### src/rtl/rx_status_fifo.sv
module rx_status_fifo #(
  parameter int DEPTH = 64,
  parameter int DW    = 8
) (
  input  logic          clk,
  input  logic          rst_n,
  input  logic          wr_en,
  input  logic [DW-1:0] wr_data,
  input  logic          wr_brk,
  input  logic          wr_frm,
  input  logic          wr_par,
  input  logic          rd_en,
  input  logic          rd_sel,
  input  logic          thr_empty,
  input  logic          tx_idle,
  output logic [DW-1:0] rd_data,
  output logic          fifo_full,
  output logic          fifo_empty
);

  localparam int AW = (DEPTH > 1) ? $clog2(DEPTH) : 1;
  localparam int CW = $clog2(DEPTH + 1);
  localparam logic [AW-1:0] LAST = AW'(DEPTH - 1);
  localparam logic [CW-1:0] FULLV = CW'(DEPTH);

  logic [DW-1:0] mem_d [DEPTH];
  logic [2:0]    mem_t [DEPTH];
  logic [AW-1:0] wptr, rptr;
  logic [CW-1:0] count, err_cnt;
  logic          ovr;

  logic [2:0]    in_tag, head_t;
  logic [DW-1:0] head_d;
  logic          push, pop, push_err, pop_err, ovr_evt, st_rd;
  logic [7:0]    status;

  assign fifo_empty = (count == '0);
  assign fifo_full  = (count == FULLV);
  assign in_tag     = {wr_brk, wr_frm, wr_par};
  assign head_t     = mem_t[rptr];
  assign head_d     = mem_d[rptr];

  assign pop      = rd_en & ~rd_sel & ~fifo_empty;
  assign push     = wr_en & (~fifo_full | pop);
  assign ovr_evt  = wr_en & ~push;
  assign st_rd    = rd_en & rd_sel;
  assign push_err = push & (|in_tag);
  assign pop_err  = pop & (|head_t);

  always_ff @(posedge clk) begin
    if (push) begin
      mem_d[wptr] <= wr_brk ? '0 : wr_data;
      mem_t[wptr] <= in_tag;
    end
  end

  always_ff @(posedge clk or negedge rst_n) begin
    if (!rst_n) begin
      wptr <= '0;
      rptr <= '0;
    end else begin
      if (push) wptr <= (wptr == LAST) ? '0 : wptr + 1'b1;
      if (pop)  rptr <= (rptr == LAST) ? '0 : rptr + 1'b1;
    end
  end

  always_ff @(posedge clk or negedge rst_n) begin
    if (!rst_n) count <= '0;
    else if (push && !pop) count <= count + 1'b1;
    else if (pop && !push) count <= count - 1'b1;
  end

  always_ff @(posedge clk or negedge rst_n) begin
    if (!rst_n) err_cnt <= '0;
    else if (push_err && !pop_err) err_cnt <= err_cnt + 1'b1;
    else if (pop_err && !push_err) err_cnt <= err_cnt - 1'b1;
  end

  always_ff @(posedge clk or negedge rst_n) begin
    if (!rst_n) ovr <= 1'b0;
    else if (ovr_evt) ovr <= 1'b1;
    else if (st_rd) ovr <= 1'b0;
  end

  assign status = {err_cnt != '0, tx_idle, thr_empty,
                   fifo_empty ? 3'b000 : head_t, ovr, ~fifo_empty};

  always_comb begin
    if (rd_sel) rd_data = DW'(status);
    else if (fifo_empty) rd_data = '0;
    else rd_data = head_d;
  end


  count_bound_chk: assert property (@(posedge clk) disable iff (!rst_n)
    count <= FULLV);


  err_within_count_chk: assert property (@(posedge clk) disable iff (!rst_n)
    err_cnt <= count);


  status_no_pop_chk: assert property (@(posedge clk) disable iff (!rst_n)
    (rd_en && rd_sel && !wr_en) |=> ($stable(count) && $stable(rptr)));


  empty_read_chk: assert property (@(posedge clk) disable iff (!rst_n)
    (rd_en && !rd_sel && fifo_empty && !wr_en) |=> (fifo_empty && $stable(rptr)));


  overrun_set_chk: assert property (@(posedge clk) disable iff (!rst_n)
    (wr_en && fifo_full && !(rd_en && !rd_sel)) |=> (ovr && fifo_full && $stable(wptr)));


  break_zero_chk: assert property (@(posedge clk) disable iff (!rst_n)
    (wr_en && wr_brk && fifo_empty) |=> (head_d == '0));

endmodule

### config.mk
export PLATFORM = sky130hd
export DESIGN_NAME = rx_status_fifo
export DESIGN_NICKNAME = d
export VERILOG_FILES = /design/src/rtl/rx_status_fifo.sv
export SDC_FILE = /design/constraint.sdc
export NUM_CORES = 1
export LEC_CHECK = 0
export BUFFER_PORTS_ARGS = -buffer_cell sky130_fd_sc_hd__buf_4
export CAP_MARGIN = 10
export CORE_MARGIN = 10
export CORE_UTILIZATION = 32
export DETAILED_ROUTE_END_ITERATION = 10
export GPL_TIMING_DRIVEN = 0
export SLEW_MARGIN = 25
export SYNTH_ARGS = -nofsm -noshare
export SYNTH_HDL_FRONTEND = slang
export SYNTH_SLANG_ARGS = --single-unit
### constraint.sdc
create_clock -name clk -period 4.5 [get_ports clk]
set_input_delay 0.45 -clock clk [delete_from_list [all_inputs] [get_ports clk]]
set_output_delay 0.45 -clock clk [all_outputs]
set_load 0.01 [all_outputs]
==> results of run 1 <==
==> power breakdown <==
group,switching [mW],total (mW),internal (mW)
clock network,2.56,6.18,3.61
logic,3.78,6.47,2.69
registers,0.131,7.93,7.80
==> critical path, delay by kind of cell, from the launching register on <==
family / cells / cell delay, ps
AO/OA/AOI/OAI: 7 / 1320
adder cells (fa/ha/maj): 2 / 640
buffers and inverters: 4 / 680
XOR/XNOR: 2 / 290
flip-flops: 1 / 380
AND/OR/NAND/NOR: 2 / 170
multiplexers: 3 / 970
==> per-stage QoR <==
stage | setup WS [ps] | std cells | instance area [um^2] | total power, mW
after floorplan | 427 | 1331 | 28900 | 11.6
after global placement | -1450 | 2534 | 30600 | 13.9
after detailed placement | -1380 | 2556 | 31100 | 14.0
after CTS | -118 | 2692 | 33900 | 20.5
after global routing | -210 | 2694 | 34000 | 21.2
final | -78.3 | 2694 | 34000 | 20.6
==> per-layer routing <==
layer	routed length, um	GRT usage	vias to the layer above
li1	-	-	5815
met1	30900	0.198	7813
met2	37900	0.244	774
met3	7620	0.0406	152
met4	3110	0.0677	6
met5	109	0.00676	-
==> worst min path at each step <==
| stage | from | endpoint | slack (ps) | depth (start not counted) |
|---|---|---|---|---|
| floorplan | rst_n | count[0] | 150 | 0 |
| global placement | rst_n | rptr[1] | 420 | 1 |
| detailed placement | rst_n | rptr[1] | 430 | 1 |
| CTS | wr_en | ovr | 100 | 3 |
| global route | wr_en | ovr | 150 | 3 |
| finish | wr_en | ovr | 130 | 3 |
==> cells by family (layout without fill, tap and decap cells) <==
logic type,after synthesis,in the layout,share of synthesized area
flip-flops,731,731,0.755
XOR/XNOR,18,18,0.00546
buffers and inverters,86,273,0.0145
multiplexers,235,235,0.174
AO/OA/AOI/OAI,83,83,0.0187
AND/OR/NAND/NOR,161,161,0.0244
adder cells (fa/ha/maj),17,17,0.00788
==> synthesized netlist by cell type (all sizes together) (2+ instances only) <==
| cell | n | area share |
|---|---|---|
| edfxtp | 704 | 0.73 |
| mux4 | 213 | 0.17 |
| nor2 | 81 | 0.011 |
| buf | 52 | 0.010 |
| nand2 | 41 | 0.0053 |
| dfrtp | 27 | 0.023 |
| o21ai | 23 | 0.0040 |
| clkbuf | 19 | 0.0025 |
| a21oi | 18 | 0.0031 |
| ha | 15 | 0.0065 |
| inv | 15 | 0.0019 |
| nor2b | 15 | 0.0032 |
| xnor2 | 14 | 0.0042 |
| mux2i | 13 | 0.0045 |
| mux2 | 9 | 0.0035 |
| nand3 | 7 | 0.0012 |
| a21o | 5 | 0.0013 |
| a211oi | 4 | 0.0010 |
| nor4 | 4 | 0.00087 |
| o21bai | 4 | 0.0010 |
| xor2 | 4 | 0.0012 |
| a2111oi | 3 | 0.00091 |
| and2 | 3 | 0.00065 |
| o21a | 3 | 0.00078 |
| o31ai | 3 | 0.00078 |
| a21boi | 2 | 0.00052 |
| a22o | 2 | 0.00061 |
| a22oi | 2 | 0.00052 |
| a32oi | 2 | 0.00061 |
| fa | 2 | 0.0014 |
| nand3b | 2 | 0.00052 |
| nand4 | 2 | 0.00043 |
| o22ai | 2 | 0.00043 |
| or3b | 2 | 0.00061 |
==> layout make-up <==
| type | count | area [um^2] |
|---|---|---|
| clock buffers | 103 | 2100 |
| multi-input cells | 514 | 6980 |
| fillers | 7998 | 55700 |
| clock inverters | 32 | 324 |
| well taps | 1176 | 1470 |
| plain buffers | 71 | 698 |
| inverters | 15 | 56.3 |
| flip-flops and latches | 731 | 21800 |
| repair buffers | 52 | 579 |
==> sequential cells by signal, summed over array words and instances (netlist names) <==
register,count
count,7
wptr,6
mem_t,192
rptr,6
mem_d,512
ovr,1
err_cnt,7
==> cells in the final DEF (no fill, tap or decap), types with 6 or more instances in the layout <==
cell / instances
nor2b_4: 8
clkinv_1: 14
clkinv_2: 6
ha_1: 14
nand2_1: 41
clkbuf_16: 80
buf_8: 9
buf_4: 42
buf_2: 6
mux2i_1: 9
buf_6: 17
edfxtp_1: 704
nor2_1: 16
bufinv_16: 6
nor2_2: 65
o21ai_0: 19
inv_1: 12
mux4_2: 213
dfrtp_1: 27
nor2b_1: 7
clkbuf_1: 34
a21oi_1: 16
buf_1: 6
xnor2_1: 14
mux2_2: 8
buf_12: 15
nand3_1: 7
==> what timing repair did <==
action                                  4_1_cts  5_1_grt
gates resized for setup                      93       30
hold buffers                                  1        0
pin swaps                                     1        3
hold endpoints to repair                     27        0
buffers inserted                              0        2
endpoints found under the setup margin       12        4
==> results by group, run 1 <==
Detailed routing
  • WL final: 79.7 mm
  • ANT nets after route: 0
  • First-pass DRT Iterations: 5
  • Drt drc: 0
  • DRT iter0 DRCs: 1,747
  • Routed len/inst: 29.6 um
  • Vias/cell: 5.40
  • Via Count: 14,560

STA
  • Worst-margin pin slew: 1030 ps
  • Fin crit period: 4580 ps
  • Slew margin rel.: 0.311
  • Hold WS: 133 ps
  • # setup viols final: 1
  • Setup slack after layout: -78.3 ps
  • Slew Viols, Final: 0
  • Setup tns final: -78.3 ps
  • Period utilization: 1.02
  • Final Hold Viols: 0
  • Skew final: 23.1 ps
  • Unrepaired setup endpoints after global routing: yes
  • Fmax: 218 MHz

Logic synthesis
  • Yosys warnings: 0
  • Net count after synthesis: 1,366
  • Asr flop ratio synth: 0.0369
  • Seq cells post-synth: 731
  • Synth Cell Area: 28,900 um^2
  • Sequential area share after synthesis: 0.755
  • Primary FF master, synth: edfxtp_1
  • Post-Synthesis Cells: 1,331
  • Distinct cells, synth: 54
  • EDFF count, synth: 704
  • Post-Syn Area per Cell: 21.7 um^2

Final layout
  • Nets: 1,496
  • Core Util, Final: 0.379
  • Synth-to-layout area growth: 17.8%
  • Share of cells above drive strength 1: 0.343
  • N_diodes: 0

GRT
  • Vias in the first global route: 15,006
  • Pin count of the biggest net entering global routing: 74
  • Initial antenna violation count: 2
  • Total grt overflow: 0
  • First-pass GRT wire length: 113 mm
  • Total GRT Usage: 0.154

Floorplan
  • Die area: 103,000 um^2
  • Starting Density: 0.322
  • Core ar.: 89,700 um^2
  • I/O pins: 28
  • Chip width: 320 um
  • FP Rows: 110
  • Die Y: 320 um

Worst setup path
  • Crit Path Class: reg -> reg
  • Crit path launch type: flop
  • CP required: 5000 ps
  • RR Endpoint: err_cnt[6]
  • Critical Path Fanout Max: 10
  • Worst path max stage delay: 540 ps
  • Worst-path cell chain: buf_4 -> buf_12 -> buf_16 -> mux4_2 -> mux2i_2 -> mux2_4 -> nand2_1 -> a21oi_4 -> a22oi_2 -> o21ai_2 -> ha_2 -> inv_2 -> fa_1 -> a21o_1 -> a21oi_2 -> o21bai_1 -> a21oi_1 -> xnor2_1 -> nor2_1 -> xor2_1
  • Critical Path Start: rptr[0]
  • Slowest-stage cell, CP: mux4_2
  • R2R Setup Slk: -80 ps
  • Reg2reg start: rptr[0]
  • Worst Setup EP: err_cnt[6]
  • R2r worst-path depth: 20
  • Setup crit end kind: flop
  • Worst Path Arrival: 5070 ps

CTS
  • H-tree depth: 3
  • Clock-pin slew on the worst setup and hold paths: 60 ps
  • Worst-Skew Late Latency: 620 ps
  • CTS Sinks: 731
  • CTS tree: yes
  • Clk buf depth: 3
  • Root Buffer: clkbuf_16
  • Cts bufs inserted: 76

Power and ir drop
  • Worst VDD drop: 0.353 mV
  • Leak: 10.6 nW
  • Power per Cell Area: 605 nW/um^2

Placement
  • GP Congestion: 0.963
  • Port bufs: 27
  • Hpwl dp: 50.7 mm

Run status
  • Status: finished with violations
  • Failing checks: negative setup slack

Run
  • # Max-Cap Violations: 0

Hold path
  • Hold Path Class: in -> reg
Note: power is estimated with default switching activity, not from simulation.
==> run 2, diff against run 1 <==
--- a/config.mk
+++ b/config.mk
@@ -7,11 +7,13 @@
 export LEC_CHECK = 0
 export BUFFER_PORTS_ARGS = -buffer_cell sky130_fd_sc_hd__buf_4
 export CAP_MARGIN = 10
+export CELL_PAD_IN_SITES_DETAIL_PLACEMENT = 1
+export CELL_PAD_IN_SITES_GLOBAL_PLACEMENT = 1
 export CORE_MARGIN = 10
 export CORE_UTILIZATION = 32
 export DETAILED_ROUTE_END_ITERATION = 10
 export GPL_TIMING_DRIVEN = 0
-export SLEW_MARGIN = 25
+export PLACE_DENSITY_LB_ADDON = 0.1
 export SYNTH_ARGS = -nofsm -noshare
 export SYNTH_HDL_FRONTEND = slang
 export SYNTH_SLANG_ARGS = --single-unit
==> run 2 against run 1 <==
- the run now ends clean
- register-to-register slack better by 240 ps
- non-clock buffer count increased by 59
- global-route usage up 3.0 points
- core utilization increased by 0.96 points
- clock-buffer cell count fell by 1
- first-iteration DRC count shrank 8.8%
- maximum frequency increased by 3.9%
- sequential share of layout area shrank 1.6 points
- critical path type is now reg -> out
- largest power group unchanged
==> results by group, run 2 (same netlist as run 1, synthesis figures left out) <==
Worst setup path
  • Crit Path Class: reg -> out
  • Worst Path Arrival: 3960 ps
  • CP required: 4050 ps
  • Critical Path Start: rptr[0]
  • Crit path launch type: flop
  • Reg2reg start: rptr[2]
  • Setup crit end kind: output pin
  • R2r worst-path depth: 17
  • Worst Setup EP: rd_data[3]
  • Critical Path Fanout Max: 10
  • R2R Setup Slk: 160 ps
  • RR Endpoint: err_cnt[6]

STA
  • Hold WS: 124 ps
  • Setup slack after layout: 91.8 ps
  • Fin crit period: 4410 ps
  • Worst-margin pin slew: 1250 ps
  • Slew margin rel.: 0.166
  • Setup tns final: 0 ps
  • Fmax: 227 MHz
  • # setup viols final: 0
  • Skew final: 19.5 ps
  • Period utilization: 0.980
  • Final Hold Viols: 0
  • Slew Viols, Final: 0

GRT
  • First-pass GRT wire length: 131 mm
  • Total GRT Usage: 0.184
  • Initial antenna violation count: 2
  • Total grt overflow: 0
  • Pin count of the biggest net entering global routing: 74
  • Vias in the first global route: 15,432

Detailed routing
  • WL final: 94.5 mm
  • Drt drc: 0
  • Via Count: 14,625
  • DRT iter0 DRCs: 1,594
  • Vias/cell: 5.29
  • ANT nets after route: 0
  • First-pass DRT Iterations: 5
  • Routed len/inst: 34.2 um

Final layout
  • Nets: 1,561
  • Multi-input gate area: 6990 um^2
  • Finished Layout Cells: 2,766
  • Core Util, Final: 0.389
  • Largest register FFs: 512
  • Top reg by flops: mem_d
  • Synth-to-layout area growth: 20.7%
  • FF+latch area: 21,800 um^2
  • Most frequent cells in the layout: edfxtp_1 (704), mux4_2 (213), clkbuf_16 (83)
  • Fillers: 8,582
  • Most common cell after layout, fill and taps aside: edfxtp_1
  • Biggest regs: mem_d (512), mem_t (192)
  • Final Cell Area: 34,900 um^2
  • Share of cells above drive strength 1: 0.373

Hold path
  • Hold Path Class: in -> reg
  • Hold_sp: wr_en

Placement
  • Number of cells after detailed placement: 2,589
  • Port bufs: 27
  • Hpwl dp: 62.3 mm
  • Dpl ws: -1750 ps
  • Placement Cell Area: 31,600 um^2
  • GP Congestion: 0.790

CTS
  • Root Buffer: clkbuf_16
  • CTS tree: yes
  • H-tree depth: 3
  • Clock-pin slew on the worst setup and hold paths: 60 ps
  • Clk buf depth: 3
  • Cts bufs inserted: 82
  • Worst-Skew Late Latency: 630 ps
  • CTS Sinks: 731

Floorplan
  • I/O pins: 28
  • Core ar.: 89,700 um^2
  • Die area: 103,000 um^2
  • Starting Density: 0.322
  • Die Y: 320 um
  • FP Rows: 110
  • Chip width: 320 um

Run status
  • Status: complete, no violations

Power and ir drop
  • Worst VDD drop: 0.303 mV
  • Leak: 11.1 nW
  • Overall Power: 21.5 mW
  • Power per Cell Area: 615 nW/um^2

Run
  • # Max-Cap Violations: 0
==> run 2: worst min path at each step <==
stage / to / slack (ps) / depth (start not counted)
CTS: ovr / 90 / 3
detailed placement: count[4] / 430 / 1
floorplan: count[0] / 150 / 0
finish: ovr / 120 / 3
global placement: count[4] / 430 / 1
global route: ovr / 100 / 3
==> run 2: where the power goes <==
| part | leakage, nW | total (mW) | switching (mW) | internal (mW) |
|---|---|---|---|---|
| clock | 1.23 | 6.37 | 2.75 | 3.62 |
| sequential | 6.74 | 7.94 | 0.139 | 7.80 |
| combinational | 3.13 | 7.14 | 4.15 | 3.00 |
==> run 2: worst max-delay path: stages, from the launching register on <==
cell and delay [ps]:
dfrtp_1 400, buf_6 160, buf_12 160, buf_4 210
buf_8 260, mux4_2 570, mux4_2 530, a211oi_1 430
a21oi_1 90, nor2_1 130, a311oi_1 120, buf_4 250
==> run 2: layer usage <==
layer	routed length (um)	GRT usage	vias to the layer above	share of wire
met4	2330	0.0489	0	0.025
met2	45000	0.296	421	0.48
li1	-	-	5946	-
met1	42600	0.257	8123	0.45
met3	4600	0.0311	135	0.049
met5	0	0	-	0
==> run 2: final cells by class <==
cell class                      count  share of cell area
Antenna cell                        1           0.0000717
Buffer                             70              0.0228
Clock buffer                      102              0.0616
Clock inverter                     45             0.00990
Inverter                           15             0.00176
Multi-Input combinational cell    514               0.200
Sequential cell                   731               0.625
Tap cell                         1176              0.0422
Timing Repair Buffer              112              0.0360
==> run 2: timing repair <==
action | in CTS | in global routing
endpoints found under the setup margin | 15 | 6
endpoints found under the hold margin | 27 | 0
hold buffers | 1 | 0
resized for setup | 139 | 28
pin swaps | 4 | 6
setup buffers | 12 | 17
==> run 3, diff against run 2 <==
--- a/config.mk
+++ b/config.mk
@@ -5,6 +5,7 @@
 export SDC_FILE = /design/constraint.sdc
 export NUM_CORES = 1
 export LEC_CHECK = 0
+export ABC_AREA = 1
 export BUFFER_PORTS_ARGS = -buffer_cell sky130_fd_sc_hd__buf_4
 export CAP_MARGIN = 10
 export CELL_PAD_IN_SITES_DETAIL_PLACEMENT = 1
==> run 3 against run 2 <==
- worst hold slack got worse by 20 ps
- total power increased by 7.8%
- critical path depth is 2 higher
- first-iteration DRC count grew 41%
- combinational power rose by 20%
- final area is 2.9% higher
- sequential power about the same
- synthesized area up 6.2%
- non-clock buffer count up 44
- cell count up 52%
- core utilization fell by 1.1 points
- sequential cell count unchanged
==> results by group, run 3 <==
Final layout
  • Top reg by flops: mem_d
  • Final Cell Area: 35,900 um^2
  • Most common cell after layout, fill and taps aside: edfxtp_1
  • FF+latch area: 21,800 um^2
  • Share of cells above drive strength 1: 0.119
  • N_diodes: 0
  • Fillers: 10,356
  • Synth-to-layout area growth: 16.9%
  • Nets: 2,904
  • Biggest regs: mem_d (512), mem_t (192)
  • Most frequent cells in the layout: edfxtp_1 (704), nor2_1 (528), nand2_1 (502)
  • Multi-input gate area: 7740 um^2
  • Largest register FFs: 512
  • Core Util, Final: 0.378

Logic synthesis
  • Synth Cell Area: 30,700 um^2
  • Post-synth top area cell: edfxtp_1
  • Seq cells post-synth: 731
  • Net count after synthesis: 2,741
  • Synth area leaders: edfxtp_1 (69%), nor2_1 (6.8%), nand2_1 (6.1%)
  • Commonest cells post-synth: edfxtp_1 (704), nor2_1 (552), nand2_1 (502)
  • Synth top area share: 0.689
  • Post-Synthesis Cells: 2,706
  • Primary FF master, synth: edfxtp_1
  • Asr flop ratio synth: 0.0369
  • Sequential area share after synthesis: 0.711
  • EDFF count, synth: 704
  • Distinct cells, synth: 39
  • Yosys warnings: 0
  • Post-Syn Area per Cell: 11.3 um^2
  • Count leader, synth: edfxtp_1

Hold path
  • Hold Path Class: in -> reg

STA
  • Skew final: 17.6 ps
  • Unrepaired setup endpoints after global routing: no
  • Final Hold Viols: 0
  • Slew Viols, Final: 0
  • Slew margin rel.: 0.123
  • Worst-margin pin slew: 1310 ps
  • Fmax: 231 MHz
  • Setup tns final: 0 ps
  • # setup viols final: 0
  • Period utilization: 0.961
  • Fin crit period: 4320 ps

Placement
  • GP Congestion: 0.988
  • Port bufs: 26
  • Placement Cell Area: 33,100 um^2
  • Hpwl dp: 84.5 mm

Floorplan
  • Die area: 109,000 um^2
  • Die Y: 330 um
  • Core ar.: 95,000 um^2
  • FP Rows: 113
  • I/O pins: 28
  • Chip width: 330 um
  • Starting Density: 0.323

CTS
  • Cts bufs inserted: 85
  • Root Buffer: clkbuf_16
  • CTS Sinks: 731
  • Clock-pin slew on the worst setup and hold paths: 60 ps
  • Worst-Skew Late Latency: 660 ps
  • CTS tree: yes
  • Clk buf depth: 3
  • Post-CTS Setup Bufs: 0
  • H-tree depth: 3

Detailed routing
  • First-pass DRT Iterations: 5
  • WL final: 121 mm
  • DRT iter0 DRCs: 2,242
  • WL met2: 57.2 mm
  • DR top layer: met4
  • Met1 wire length: 53.3 mm
  • Drt drc: 0
  • ANT nets after route: 0
  • Met3 WL: 6.62 mm
  • Via Count: 21,799
  • Vias/cell: 5.19
  • Routed len/inst: 28.8 um

Power and ir drop
  • Leak: 13.0 nW
  • Logic pwr share: 0.369
  • Clock power frac: 0.287
  • Internal: 13.7 mW
  • Overall Power: 23.1 mW
  • Power per Cell Area: 645 nW/um^2
  • Psw: 9.41 mW
  • Sequential power share: 0.343
  • Worst VDD drop: 0.358 mV
  • Sw Share: 0.407

GRT
  • Vias in the first global route: 22,220
  • Total GRT Usage: 0.220
  • Pin count of the biggest net entering global routing: 66
  • Total grt overflow: 0
  • Initial antenna violation count: 7
  • First-pass GRT wire length: 169 mm

Worst setup path
  • Crit path launch type: flop
  • Worst Path Arrival: 3870 ps
  • Crit Path Class: reg -> out
  • Critical Path Fanout Max: 10
  • CP required: 4050 ps
  • Setup crit end kind: output pin

Run status
  • Status: complete, no violations

Run
  • # Max-Cap Violations: 0
-- run 3: cell count changes after synthesis, sizes merged, moves of 44 or more --
cell    change
nor2      +473
nand2     +466
o21ai     +278
mux4      -213
nand3     +173
inv       +102
o211ai     +47
buf        +44
-- run 3: path summary, 6_finish.rpt --
kind / startpoint / to / slack [ps] / cells past startpoint
max: rptr[0] / rd_data[6] / 180 / 13
min: wr_en / ovr / 100 / 2
max reg2reg: rptr[0] / err_cnt[6] / 260 / 25
min reg2reg: ovr / ovr / 510 / 1
max in group asynchronous: rst_n / count[3] / 3850 / 2
min in group asynchronous: rst_n / rptr[3] / 310 / 2
-- run 3: per-layer routing --
layer	vias to the layer above	global-route usage
li1	9694	-
met1	11271	0.301
met2	660	0.361
met3	174	0.0278
met4	0	0.0719
met5	-	0
-- run 3: power by group through the flow --
stage / clock (mW) / sequential (mW) / combinational, mW
detailed placement: 0 / 8.08 / 8.45
finish: 6.65 / 7.94 / 8.54
global placement: 0 / 8.09 / 8.27
floorplan: 0 / 8.04 / 4.43
global route: 7.02 / 7.97 / 9.16
CTS: 6.76 / 7.94 / 8.49
-- run 3: kinds of logic (layout without fill, tap and decap cells) --
kind of cell / after synthesis / in the layout / synth area share
compound gates: 401 / 401 / 0.0704
xor+xnor: 12 / 12 / 0.00367
fa+ha+maj: 17 / 17 / 0.00742
buf+inv: 274 / 504 / 0.0402
flops: 731 / 731 / 0.711
simple gates: 1271 / 1271 / 0.167
-- run 3: cell type report --
cell class / count / area share
multi-input cells: 1701 / 0.216
clock buffers: 107 / 0.0625
repair buffers: 77 / 0.0233
flip-flops and latches: 731 / 0.608
inverters: 124 / 0.0131
well taps: 1265 / 0.0441
plain buffers: 149 / 0.0229
clock inverters: 47 / 0.0101
-- run 3: critical path, stage by stage, from the launching register on --
cell and delay (ps):
dfrtp_1 410, inv_2 180, buf_4 220, buf_6 190, clkbuf_1 780, o21ai_0 340
o211ai_1 160, nand3_1 180, nand2_1 110, nand3_1 180, nand2_1 200, nand2_1 80
nand2_1 60, buf_4 110
-- run 3: repair_timing --
item | in CTS | in global routing
hold buffers | 1 | 0
resized for setup | 7 | 43
endpoints found under the setup margin | 5 | 5
cloned | 0 | 0
endpoints found under the hold margin | 27 | 0
-- run 3: metrics by stage --
step,cells,hold slack (ps),worst slack [ps]
after floorplan,2706,154,1480
after global placement,3997,428,-2240
after detailed placement,4034,430,-408
after CTS,4188,83.1,12.9
after global routing,4201,104,11.1
final,4201,104,176
